===== src/rtl/mvrx_pkg.sv =====
package mvrx_pkg;

  typedef enum logic [1:0] {
    ST_HUNT,
    ST_START,
    ST_DATA,
    ST_STOP
  } rx_state_e;

  function automatic logic vote3(input logic a, input logic b, input logic c);
    return (a & b) | (a & c) | (b & c);
  endfunction

endpackage


===== src/rtl/mvrx_sync.sv =====
module mvrx_sync #(
  parameter int   STAGES  = 2,
  parameter logic RST_VAL = 1'b1
) (
  input  logic clk,
  input  logic rst_n,
  input  logic d,
  output logic q
);

  logic [STAGES-1:0] chain;

  for (genvar g = 0; g < STAGES; g++) begin : g_stage
    if (g == 0) begin : g_first
      always_ff @(posedge clk or negedge rst_n) begin
        if (!rst_n) chain[0] <= RST_VAL;
        else        chain[0] <= d;
      end
    end else begin : g_next
      always_ff @(posedge clk or negedge rst_n) begin
        if (!rst_n) chain[g] <= RST_VAL;
        else        chain[g] <= chain[g-1];
      end
    end
  end

  assign q = chain[STAGES-1];

endmodule


===== src/rtl/mvrx_sampler.sv =====
module mvrx_sampler
  import mvrx_pkg::*;
#(
  parameter int OSR = 16,
  parameter int MID = 8
) (
  input  logic clk,
  input  logic rst_n,
  input  logic tick,
  input  logic rxd,
  input  logic hunt,
  input  logic arm,
  output logic start_det,
  output logic bit_done,
  output logic bit_val
);

  localparam int PW = $clog2(OSR);
  localparam logic [PW-1:0] PH_EARLY = PW'(MID - 2);
  localparam logic [PW-1:0] PH_MID   = PW'(MID - 1);
  localparam logic [PW-1:0] PH_LATE  = PW'(MID);
  localparam logic [PW-1:0] PH_LAST  = PW'(OSR - 1);

  logic [PW-1:0] phase;
  logic          s_early;
  logic          s_mid;
  logic          last_hi;

  assign start_det = tick && hunt && arm && last_hi && !rxd;
  assign bit_done  = tick && !hunt && (phase == PH_LATE);
  assign bit_val   = vote3(s_early, s_mid, rxd);

  always_ff @(posedge clk or negedge rst_n) begin
    if (!rst_n) begin
      phase   <= '0;
      s_early <= 1'b0;
      s_mid   <= 1'b0;
      last_hi <= 1'b0;
    end else if (tick) begin
      last_hi <= rxd;
      if (start_det) begin
        phase <= '0;
      end else if (!hunt) begin
        phase <= (phase == PH_LAST) ? '0 : phase + 1'b1;
        if (phase == PH_EARLY) s_early <= rxd;
        if (phase == PH_MID)   s_mid   <= rxd;
      end
    end
  end

endmodule


===== src/rtl/mvrx_frame.sv =====
module mvrx_frame
  import mvrx_pkg::*;
#(
  parameter int DATA_W = 8
) (
  input  logic              clk,
  input  logic              rst_n,
  input  logic              start_det,
  input  logic              bit_done,
  input  logic              bit_val,
  input  logic              mp_mode,
  input  logic              clr,
  output logic              hunt,
  output logic [DATA_W-1:0] rx_data,
  output logic              rx_stop,
  output logic              rx_full
);

  localparam int CW = $clog2(DATA_W);
  localparam logic [CW-1:0] LAST_BIT = CW'(DATA_W - 1);

  rx_state_e         state;
  logic [DATA_W-1:0] shreg;
  logic [CW-1:0]     cnt;
  logic              load_ok;

  assign hunt    = (state == ST_HUNT);
  assign load_ok = (state == ST_STOP) && bit_done && !rx_full && (!mp_mode || bit_val);

  always_ff @(posedge clk or negedge rst_n) begin
    if (!rst_n) begin
      state <= ST_HUNT;
      shreg <= '0;
      cnt   <= '0;
    end else begin
      unique case (state)
        ST_HUNT:  if (start_det) state <= ST_START;
        ST_START: if (bit_done) begin
          cnt   <= '0;
          state <= bit_val ? ST_HUNT : ST_DATA;
        end
        ST_DATA:  if (bit_done) begin
          shreg <= {bit_val, shreg[DATA_W-1:1]};
          cnt   <= cnt + 1'b1;
          if (cnt == LAST_BIT) state <= ST_STOP;
        end
        ST_STOP:  if (bit_done) state <= ST_HUNT;
        default:  state <= ST_HUNT;
      endcase
    end
  end

  always_ff @(posedge clk or negedge rst_n) begin
    if (!rst_n) begin
      rx_data <= '0;
      rx_stop <= 1'b0;
      rx_full <= 1'b0;
    end else begin
      if (load_ok) begin
        rx_data <= shreg;
        rx_stop <= bit_val;
      end
      if (clr)          rx_full <= 1'b0;
      else if (load_ok) rx_full <= 1'b1;
    end
  end

  // an acknowledge always leaves the flag low on the next cycle
  p_clear_wins_r9 : assert property (@(posedge clk) disable iff (!rst_n)
    clr |=> !rx_full);

  // a held byte is never overwritten
  p_hold_while_full_r6 : assert property (@(posedge clk) disable iff (!rst_n)
    rx_full |=> $stable(rx_data) && $stable(rx_stop));

  // filtered loads only carry a high stop bit
  p_mp_stop_r5 : assert property (@(posedge clk) disable iff (!rst_n)
    ($rose(rx_full) && $past(mp_mode)) |-> rx_stop);

  // the receiver only leaves hunt for the start state
  p_hunt_exit_r4 : assert property (@(posedge clk) disable iff (!rst_n)
    (state == ST_HUNT) |=> (state == ST_HUNT || state == ST_START));

endmodule


===== src/rtl/mv_uart_rx.sv =====
module mv_uart_rx
  import mvrx_pkg::*;
#(
  parameter int DATA_W      = 8,
  parameter int OSR         = 16,
  parameter int SAMPLE_MID  = 8,
  parameter int SYNC_STAGES = 2
) (
  input  logic              clk,
  input  logic              rst_n,
  input  logic              baud_tick,
  input  logic              rxd,
  input  logic              rx_en,
  input  logic              mp_mode,
  input  logic              rx_clear,
  output logic [DATA_W-1:0] rx_data,
  output logic              rx_stop,
  output logic              rx_full
);

  logic rxd_s;
  logic hunt;
  logic start_det;
  logic bit_done;
  logic bit_val;

  mvrx_sync #(.STAGES(SYNC_STAGES), .RST_VAL(1'b1)) u_sync (
    .clk   (clk),
    .rst_n (rst_n),
    .d     (rxd),
    .q     (rxd_s)
  );

  mvrx_sampler #(.OSR(OSR), .MID(SAMPLE_MID)) u_sampler (
    .clk       (clk),
    .rst_n     (rst_n),
    .tick      (baud_tick),
    .rxd       (rxd_s),
    .hunt      (hunt),
    .arm       (rx_en),
    .start_det (start_det),
    .bit_done  (bit_done),
    .bit_val   (bit_val)
  );

  mvrx_frame #(.DATA_W(DATA_W)) u_frame (
    .clk       (clk),
    .rst_n     (rst_n),
    .start_det (start_det),
    .bit_done  (bit_done),
    .bit_val   (bit_val),
    .mp_mode   (mp_mode),
    .clr       (rx_clear),
    .hunt      (hunt),
    .rx_data   (rx_data),
    .rx_stop   (rx_stop),
    .rx_full   (rx_full)
  );

  // a disarmed receiver that is hunting stays hunting
  p_disarmed_idle_r1 : assert property (@(posedge clk) disable iff (!rst_n)
    (hunt && !rx_en) |=> hunt);

endmodule


===== config.mk =====
export PLATFORM = sky130hd
export DESIGN_NAME = mv_uart_rx
export DESIGN_NICKNAME = d
export VERILOG_FILES = /design/src/rtl/mvrx_pkg.sv /design/src/rtl/mvrx_sync.sv /design/src/rtl/mvrx_sampler.sv /design/src/rtl/mvrx_frame.sv /design/src/rtl/mv_uart_rx.sv
export SDC_FILE = /design/constraint.sdc
export NUM_CORES = 1
export LEC_CHECK = 0
export ABC_AREA = 1
export BUFFER_PORTS_ARGS = -buffer_cell sky130_fd_sc_hd__buf_4
export CAP_MARGIN = 0
export CORE_ASPECT_RATIO = 1.25
export CORE_MARGIN = 2
export CORE_UTILIZATION = 56
export CTS_CLUSTER_DIAMETER = 50
export DETAILED_ROUTE_END_ITERATION = 8
export PLACE_DENSITY_LB_ADDON = 0.12
export REMOVE_ABC_BUFFERS = 1
export SLEW_MARGIN = 30
export SYNTH_ARGS = -nofsm -noshare
export SYNTH_HDL_FRONTEND = slang
export SYNTH_HIERARCHICAL = 1
export SYNTH_SLANG_ARGS = --single-unit

===== constraint.sdc =====
create_clock -name clk -period 2.25 [get_ports clk]
set_clock_uncertainty 0.1 [all_clocks]
set_input_delay 0.225 -clock clk [delete_from_list [all_inputs] [get_ports clk]]
set_output_delay 0.225 -clock clk [all_outputs]
set_load 0.05 [all_outputs]

Word level (Yosys, flattened, before mapping)
Cells that the tools add are included.
{"block": "totals", "inputBits": 7, "regBits": 32, "wordCells": 72, "out_inout_bits": 10}
{"block": "classes", "n_reduce_logical": 23, "eq_ne": 13, "n_addsub": 2, "muxes": 15, "bitwise": 7}
{"operator": "$mux 2", "n": 6}
{"operator": "$mux 4", "n": 3}
{"operator": "$logic_and 1x1->1", "n": 9}
{"operator": "$eq 4x3->1 const B", "n": 2}
{"operator": "$eq 4x4->1 const B", "n": 2}
{"operator": "$ne 2x1->1 const B", "n": 4}
{"operator": "$pmux 2 s4", "n": 1}
{"operator": "$reduce_and 4->1", "n": 2}
{"operator": "$mux 3", "n": 2}
{"operator": "$pmux 3 s2", "n": 1}
{"operator": "$reduce_and 5->1", "n": 1}
{"operator": "$add 4x1->4 const B", "n": 1}
{"operator": "$eq 2x2->1 const B", "n": 2}
{"operator": "$logic_not 1->1", "n": 4}
{"operator": "$reduce_and 2->1", "n": 2}
{"operator": "$reduce_bool 2->1", "n": 2}
{"operator": "$add 3x1->3 const B", "n": 1}
{"operator": "$and 1x1->1", "n": 3}
{"operator": "$eq 3x3->1 const B", "n": 1}
{"operator": "$reduce_and 3->1", "n": 1}
{"operator": "$eq 2x1->1 const B", "n": 1}
{"operator": "$logic_not 2->1", "n": 1}
{"operator": "$mux 1", "n": 2}
{"operator": "$ne 2x2->1 const B", "n": 1}
{"operator": "other kinds (3)", "n": 5}

Depth between registers and ports, before layout
Gate-level depths: netlist of run 1.
{"block": "logic_depth", "depth_word": 9, "mapped_depth": 11, "ltp_nobuf": 11}

By module
The synthesis of run 1 kept the hierarchy.
{"module": "mvrx_frame", "n_inst": 1, "seq_area_each_um2": 575.6, "cells_each": 112, "area_each_um2": 994.7}
{"module": "mvrx_sampler", "n_inst": 1, "seq_area_each_um2": 175.2, "cells_each": 53, "area_each_um2": 430.4}
{"module": "mvrx_sync", "n_inst": 1, "seq_area_each_um2": 52.6, "cells_each": 2, "area_each_um2": 52.6}

Least setup slack after synthesis of run 1
Ideal clock, no wire load.
{"block": "synth_timing", "path_kind": "register to register", "start": "register (tool-made name)", "end": "register u_frame.rx_data[0]", "path_stages_with_launch": 12, "required_time_ns": 2.031, "setup_slack_ns": 0.487, "n_path_buf": 0, "arrival_time_ns": 1.544, "setup_time_ns": 0.119, "synth_period_minus_slack_ns": 1.763, "path_cell_list": "dfrtp_1 inv_1 nand2_1 inv_1 nor2_4 inv_1 nor2_1 nand2_2 nor2_4 nand2_2 nand2_1 nand2_1"}
{"item": "to (signal assigned)", "line_no": "mvrx_frame.sv:60", "rtl": "rx_data <= shreg;"}
{"item": "to (decl)", "line_no": "mvrx_frame.sv:14", "rtl": "output logic [DATA_W-1:0] rx_data,"}

==> results.cfg, run 1 <==
[outcome]
status = completed

[placed_design]
place_inst = 214
portBuffers = 16
hpwlAfterDp_um = 1980
place.gp.congestion = 0.790

[min_path]
min_delay_path_depth = 2
hold_path_class = input pin to flop

[route]
met2_length_um = 1510
dr_wl_met3_um = 122
vias = 1146
antenna_left = 0
wl_met1_um = 1060
first_pass_iters = 4
avgRoutedWirePerCell_um = 12.3
drt-total-wl_um = 2760
top_layer = met4
vias_per_cell = 5.12
drc = 0
drt_iter0_markers = 17

[global_route]
grt_pass1_wl_um = 4760
antenna_found_initial = 0
grt_usage_pct = 21.7
grt_overflow = 0
grt_pass1_vias = 1114
grt_max_degree = 33

[floorplan]
die-width_um = 49.9
die_h_um = 61.4
ioPinCount = 17
core_area_sq_um = 2480
die_area_sq_um = 3070
initial_utilization_pct = 59.6
rows = 20

[yosys]
synth_area_sq_um = 1480
yosys_warnings = 6
yosysTopAreaCell = dfrtp_1
synthDistinctLibCells = 23
seq_area_frac_synth_pct = 54.4
synthCells = 167
avgSynthCellArea_sq_um = 8.85
synth-seq-cells = 32
synth_top_area_share_pct = 50.8
yosys-top-cells-area = dfrtp_1 (51%), nand2_1 (14%), nand3_1 (6.8%)

[layout]
final_cells = 224
syn2layout_area_growth_pct = 17.9
antennaDiodeCount = 0
nFillCells = 200
layout-drive-gt1-share_pct = 20.4
layout.nets = 202

[sta]
layout_min_cycle_time_ns = 1.99
slew-limit-headroom_pct = 72.9
final.setup.tns_ns = 0
setup_viol = 0
final_hold_viol_count = 0
rsz0062_at_grt = no
fin_crit_sh_pct = 88.5
clock.fmax_mhz = 502
maxSlewViolCount = 0
worst_pin_slew_ns = 0.407

[power_and_ir_drop]
seqPwrFrac_pct = 46.6
combinationalPowerShare_pct = 28.3
p_sw_mw = 0.637
internal_power_mw = 1.09
sw_frac_of_total_pct = 36.9
pwr-share-clk_pct = 25.1
p_leak_nw = 0.919
ir_drop_mv = 0.864
powerDensity_nw_per_um2 = 990

[worst_setup_path]
reg2reg_depth = 11
worstPathRequired_ns = 2.43
start_kind = flop
critPathCaptureType = flop
arrival_ns = 2.18
crit_fanout = 8
critical_path_class = flop to flop

[run]
drv_cap = 0

[clock_network]
cts_root_buffer = clkbuf_4
clock_path_buffers = 2
cts_buffers = 5
cts_tree = done
clk_pin_slew_ns = 0.10
cts_setup_buffers = 0
clock-sinks = 32
clk_latency_ns = 0.34
cts.htree.levels = 2
-- state kept, by name (all words and copies together) (netlist names), named ones only --
name and cells:
u_sampler/phase 4, u_frame/shreg 8, u_frame/cnt 3, u_sync/q 1, u_sampler/s_early 1, u_frame/rx_full 1, u_sync/chain 1, u_frame/rx_data 8
u_sampler/s_mid 1, u_frame/rx_stop 1, u_frame/state 1, u_sampler/last_hi 1
-- power by group through the flow --
| stage | Combinational, mW | Clock, mW | Sequential (mW) |
|---|---|---|---|
| 3_3_place_gp | 0.447 | 0 | 0.801 |
| 2_1_floorplan | 0.308 | 0 | 0.834 |
| 5_1_grt | 0.557 | 0.475 | 0.820 |
| 4_1_cts | 0.481 | 0.445 | 0.799 |
| 3_5_place_dp | 0.472 | 0 | 0.809 |
| 6_report | 0.488 | 0.434 | 0.803 |
-- per-layer routing --
metal	vias up	global-route usage [%]
met5	-	0
met4	0	10.7
met3	10	6.80
met2	27	41.3
met1	528	21.5
li1	581	-
-- kinds of logic after synthesis --
| family | count (synthesis) | share of synthesized area, % |
|---|---|---|
| compound gates | 15 | 5.50 |
| fa+ha+maj | 6 | 4.91 |
| buf+inv | 23 | 6.69 |
| flops | 32 | 54.4 |
| simple gates | 91 | 28.5 |
-- path summary, 6_finish.rpt --
check	from	end	slack (ns)
min in group asynchronous	rst_n	asynchronous set/reset pin	0.25
worst max-delay path	flop	u_frame/rx_data[5]	0.26
worst min register to register	u_sync/chain[0]	u_sync/q	0.26
max in group asynchronous	rst_n	u_sync/q	1.46
worst min-delay path	baud_tick	u_sampler/last_hi	0.01
worst max register to register	flop	u_frame/rx_data[5]	0.26
-- per-stage QoR --
stage	setup slack [ns]	instance area, sq um	hold WS (ns)	power, mW	utilization [%]
2_1_floorplan	0.371	1450	-0.171	1.14	-
3_3_place_gp	0.275	1620	0.0755	1.25	65.5
3_5_place_dp	0.0924	1620	0.0847	1.28	65.5
4_1_cts	0.107	1730	0.00639	1.73	69.6
5_1_grt	0.0744	1740	0.0235	1.85	70.3
6_report	0.259	1740	0.0119	1.73	70.3
-- critical path, cell delays in order (launching register included) --
cell	delay [ns]
dfrtp_1	0.45
inv_1	0.12
nand2_1	0.10
inv_1	0.09
nor2_4	0.16
inv_1	0.11
nor2_4	0.18
nand2_2	0.11
nor2_4	0.15
buf_4	0.17
nand3_1	0.09
nand2_1	0.09
-- layout make-up --
type,count,area [sq um],area share [%]
flip-flops and latches,32,803,46.1
multi-input cells,112,591,33.9
repair buffers,19,148,8.48
inverters,20,78.8,4.53
clock inverters,3,42.5,2.44
well taps,33,41.3,2.37
clock buffers,5,37.5,2.16
-- cell usage in the layout, fill, tap and decap left out --
cell type / netlist / routed
bufinv_16: 0 / 1
nand2_2: 2 / 2
o21ai_0: 12 / 12
clkinv_2: 0 / 1
clkbuf_4: 0 / 5
nand3b_1: 1 / 1
nor3b_2: 1 / 1
buf_4: 1 / 17
inv_2: 1 / 1
nand4_1: 3 / 3
nand3_2: 2 / 1
o21ai_2: 1 / 1
nand3_4: 0 / 1
o21a_1: 1 / 1
nand2_1: 55 / 55
dfrtp_1: 30 / 30
nand3_1: 20 / 20
dlygate4sd3_1: 0 / 2
nor2_2: 1 / 1
a21oi_1: 1 / 1
dfstp_2: 2 / 2
nor2_1: 4 / 3
ha_1: 5 / 5
clkinvlp_4: 0 / 2
nor2_4: 2 / 3
maj3_1: 1 / 1
inv_1: 19 / 18
-- cell usage after synthesis, drive strengths merged --
| master | n |
|---|---|
| maj3 | 1 |
| dfrtp | 30 |
| nand4 | 3 |
| inv | 20 |
| nand3b | 1 |
| a21oi | 1 |
| nand3 | 22 |
| nor3b | 1 |
| o21ai | 13 |
| buf | 3 |
| o21a | 1 |
| ha | 5 |
| dfstp | 2 |
| nor2 | 7 |
| nand2 | 57 |
-- timing repair --
action                     4_1_cts  5_1_grt
resized for setup                1        3
cloned                           0        0
setup endpoints to repair        1        6
hold buffers                     2        0
hold endpoints to repair        31        0
Note: power is estimated with default switching activity, not from simulation.
==> run 2: changes to the inputs <==
Settings changed: CORE_UTILIZATION 56 to 59, CTS_BUF_LIST set to sky130_fd_sc_hd__clkbuf_8, TNS_END_PERCENT set to 5.
==> results.cfg, run 2 (same netlist as run 1, synthesis figures left out) <==
[route]
met2_length_um = 1440
avgRoutedWirePerCell_um = 11.9
drt-total-wl_um = 2670
dr_wl_met3_um = 119
antenna_left = 0
top_layer = met4
drc = 0
vias_per_cell = 5.17
first_pass_iters = 4
vias = 1158
drt_iter0_markers = 22
wl_met1_um = 1050

[sta]
setup_ws_ns = 0.321
setup_viol = 0
maxSlewViolCount = 0
final.setup.tns_ns = 0
rsz0062_at_grt = no
fin_crit_sh_pct = 85.7
worst_pin_slew_ns = 0.389
slew-limit-headroom_pct = 74.1
layout_min_cycle_time_ns = 1.93
clock.fmax_mhz = 518
final_hold_viol_count = 0

[clock_network]
clk_pin_slew_ns = 0.06
clock_path_buffers = 2
clock-sinks = 32
cts.htree.levels = 2
cts_tree = done
cts_buffers = 5
cts_setup_buffers = 0
cts_root_buffer = clkbuf_8
clk_latency_ns = 0.27

[floorplan]
initial_utilization_pct = 61.5
die-width_um = 48.8
die_area_sq_um = 2920
core_area_sq_um = 2400
ioPinCount = 17
rows = 20
die_h_um = 60.0

[worst_setup_path]
critPathMaxStageDelay_ns = 0.42
reg2reg_depth = 9
arrival_ns = 1.99
crit_chain = inv_1 -> nand2_1 -> inv_1 -> nor2_4 -> inv_1 -> nor2_2 -> nand3_2 -> inv_2 -> o21ai_0
crit_fanout = 14
start_kind = flop
critical_path_class = flop to flop
crit_top_cell = inv_1
critPathCaptureType = flop
cp_slowest_cell = dfrtp_1
worstPathRequired_ns = 2.31

[layout]
layout_common_cells = nand2_1 (55), dfrtp_1 (30), inv_1 (20), nand3_1 (20), buf_4 (17)
layout-drive-gt1-share_pct = 19.4
nFillCells = 193
top_regs = u_frame/rx_data: 8 flops, u_frame/shreg: 8 flops, u_sampler/phase: 4 flops
layout.nets = 202
antennaDiodeCount = 0
syn2layout_area_growth_pct = 16.9
final_common_cell = nand2_1

[global_route]
grt_pass1_wl_um = 4470
grt_overflow = 0
grt_max_degree = 33
grt_pass1_vias = 1113
antenna_found_initial = 0
grt_usage_pct = 21.1

[run]
drv_cap = 0

[placed_design]
place.gp.congestion = 0.751
place_ws_ns = 0.150
hpwlAfterDp_um = 2000
portBuffers = 16

[power_and_ir_drop]
internal_power_mw = 1.07
combinationalPowerShare_pct = 28.6
p_leak_nw = 0.936
sw_frac_of_total_pct = 36.4
p_sw_mw = 0.610
pwr-share-clk_pct = 23.5
seqPwrFrac_pct = 48.0
ir_drop_mv = 0.635
powerDensity_nw_per_um2 = 970

[min_path]
min_delay_path_depth = 2
hp-start = baud_tick
hold_path_class = input pin to flop

[outcome]
status = completed
run 2: changes by cell type in the layout (fill, tap and decap cells not counted), moves of 2 or more:
cell | previous run | this run
clkbuf_4 | 5 | 0
clkbuf_8 | 0 | 5
clkinvlp_4 | 2 | 0
inv_1 | 18 | 20
run 2: final timing paths:
path                                     end  slack (ns)
setup / recovery            u_frame/shreg[1]        0.32
hold / removal             u_sampler/last_hi        0.08
setup reg to reg            u_frame/shreg[1]        0.32
hold reg to reg                     u_sync/q        0.26
max in group asynchronous           u_sync/q        1.39
min in group asynchronous   u_frame/shreg[3]        0.34
run 2: area by class of cell:
class	count	area, sq um	share of cell area [%]
Multi-Input combinational cell	112	578	33.5
Sequential cell	32	803	46.5
Clock inverter	3	12.5	0.725
Inverter	20	75.1	4.35
Clock buffer	5	68.8	3.99
Timing Repair Buffer	19	148	8.55
Tap cell	33	41.3	2.39
run 2: stage by stage:
| stage | area (sq um) | hold WS [ns] | std cells | utilization [%] | power (mW) |
|---|---|---|---|---|---|
| final | 1730 | 0.0789 | 224 | 71.9 | 1.68 |
| after global routing | 1730 | 0.0777 | 224 | 71.9 | 1.79 |
| after CTS | 1720 | 0.0740 | 224 | 71.8 | 1.69 |
| after detailed placement | 1620 | 0.0782 | 214 | 67.6 | 1.28 |
| after global placement | 1620 | 0.0787 | 214 | 67.6 | 1.25 |
| after floorplan | 1450 | -0.171 | 164 | - | 1.14 |
run 2: critical path, delay by kind of cell, from the launching register on:
kind / cells / cell delay [ns]
flops: 1 / 0.42
compound gates: 1 / 0.09
simple gates: 4 / 0.71
buf+inv: 4 / 0.49
run 2: power groups by stage:
stage               Clock, mW  Sequential, mW  Combinational, mW
floorplan                   0           0.834              0.308
finish                  0.393           0.804              0.479
global route            0.433           0.819              0.537
global placement            0           0.802              0.451
CTS                     0.408           0.801              0.477
detailed placement          0           0.810              0.472
run 2: what timing repair did:
action                                  in CTS  in global routing
resized for setup                            0                  2
hold buffers                                 2                  0
endpoints found under the setup margin       0                  6
endpoints found under the hold margin       31                  0
run 2: per-layer routing:
layer	vias to the layer above	GRT usage [%]
li1	578	-
met4	0	11.4
met3	7	6.25
met1	545	20.0
met5	-	0
met2	28	40.9
==> run 3: changes to the inputs <==
Settings changed: REMOVE_ABC_BUFFERS 1 to unset.
==> results.cfg, run 3 (same netlist as run 1, synthesis figures left out) <==
[sta]
clock.fmax_mhz = 501
layout_min_cycle_time_ns = 2.00
final_hold_viol_count = 0
maxSlewViolCount = 0
setup_viol = 0
slew-limit-headroom_pct = 73.4
fin_crit_sh_pct = 88.8
rsz0062_at_grt = no
final.setup.tns_ns = 0
worst_pin_slew_ns = 0.399

[floorplan]
rows = 20
die_area_sq_um = 2920
die-width_um = 48.8
core_area_sq_um = 2400
ioPinCount = 17
initial_utilization_pct = 61.5
die_h_um = 60.0

[global_route]
met1_usage_pct = 21.7
antenna_found_initial = 0
groute.layer.met3.usage_pct = 6.75
busiest_layer = met2
grt_use_met2_pct = 40.9
grt_pass1_wl_um = 4620
grt_pass1_vias = 1070
grt_max_degree = 33
grt_overflow = 0
grt_usage_pct = 21.9

[route]
vias_per_cell = 5.14
drc = 0
antenna_left = 0
drt-total-wl_um = 2660
drt_iter0_markers = 31
vias = 1151
avgRoutedWirePerCell_um = 11.9
first_pass_iters = 4

[layout]
final_cells = 224
syn2layout_area_growth_pct = 18.9
final_common_cell = nand2_1
final_core_util_pct = 73.1
antennaDiodeCount = 0
nFillCells = 207
layout-drive-gt1-share_pct = 19.9
layout_common_cells = nand2_1 (55), dfrtp_1 (30), nand3_1 (20)
top_regs = u_frame/rx_data: 8 flops, u_frame/shreg: 8 flops, u_sampler/phase: 4 flops
layout.nets = 202

[min_path]
min_delay_path_depth = 2
hold_path_class = input pin to flop

[power_and_ir_drop]
seqPwrFrac_pct = 44.3
pwr-share-clk_pct = 29.7
power_mw = 1.81
sw_frac_of_total_pct = 34.6
powerDensity_nw_per_um2 = 1030
p_sw_mw = 0.628
ir_drop_mv = 0.921
combinationalPowerShare_pct = 26.0
internal_power_mw = 1.19
p_leak_nw = 0.942

[clock_network]
cts_root_buffer = clkbuf_8
clock_path_buffers = 2
clk_latency_ns = 0.28
clock-sinks = 32
cts_buffers = 5
cts_tree = done
cts.htree.levels = 2
clk_pin_slew_ns = 0.07

[worst_setup_path]
crit_chain = inv_2 -> nand2_1 -> inv_1 -> nor2_4 -> inv_1 -> nor2_2 -> nand3_2 -> inv_1 -> nand2_1 -> o21ai_0
start_kind = flop
crit_start = u_frame/state[0]
critPathMaxStageDelay_ns = 0.43
endpoint = u_frame/shreg[3]
critPathCaptureType = flop
worstPathRequired_ns = 2.36
cp_slowest_cell = dfrtp_1
crit_fanout = 14
r2r-start = u_frame/state[0]
crit_top_cell = inv_1
rr_endpoint = u_frame/shreg[3]
critical_path_class = flop to flop
reg2reg_depth = 10
rrSetupSlack_ns = 0.25
arrival_ns = 2.11

[run]
drv_cap = 0

[placed_design]
portBuffers = 16
hpwlAfterDp_um = 1930
place.gp.congestion = 0.801
place_inst = 214

[outcome]
status = completed

[yosys]
synth_nets = 179
==> run 3: worst min-delay path by stage <==
stage                                             to  startpoint  slack, ns
after floorplan           asynchronous set/reset pin       rst_n      -0.17
after CTS                          u_sampler/last_hi   baud_tick       0.07
after global routing               u_sampler/last_hi   baud_tick       0.08
final                              u_sampler/last_hi   baud_tick       0.08
after detailed placement             u_frame/rx_stop       rst_n       0.08
after global placement               u_frame/rx_stop       rst_n       0.08
==> run 3: area by class of cell <==
type / count / area, sq um / area share, %
sequential: 32 / 803 / 45.7
tap: 33 / 41.3 / 2.35
inverter: 20 / 75.1 / 4.27
multi-input combinational: 112 / 578 / 32.9
clock buffer: 5 / 68.8 / 3.92
clock inverter: 3 / 42.5 / 2.42
timing repair buffer: 19 / 148 / 8.40
==> run 3: per-stage QoR <==
stage          area, sq um  worst slack, ns  hold slack [ns]
6_report              1760            0.252           0.0781
2_1_floorplan         1480            0.487           -0.171
4_1_cts               1750            0.162           0.0740
3_3_place_gp          1620            0.274           0.0755
3_5_place_dp          1620            0.161           0.0812
5_1_grt               1760           0.0220           0.0826
==> run 3: critical path: cells and delay by family, from the launching register on <==
kind / cells / cell delay (ns)
flops: 1 / 0.43
simple gates: 5 / 0.79
compound gates: 1 / 0.07
buf+inv: 4 / 0.52
==> run 3: power groups by stage <==
stage / Sequential, mW / Combinational [mW] / Clock (mW)
4_1_cts: 0.803 / 0.470 / 0.550
3_5_place_dp: 0.812 / 0.463 / 0
2_1_floorplan: 0.834 / 0.314 / 0
6_report: 0.803 / 0.472 / 0.538
3_3_place_gp: 0.801 / 0.447 / 0
5_1_grt: 0.822 / 0.529 / 0.582
==> run 3: metal layers <==
layer	part of all wire, %	vias up
met5	0	-
li1	-	578
met1	40	537
met2	53	26
met3	3.9	10
met4	2.7	0
==> run 3: what timing repair did <==
item	in CTS	in global routing
hold endpoints to repair	31	0
gates resized for setup	0	1
setup endpoints to repair	0	6
setup buffers	0	0
hold buffers	2	0
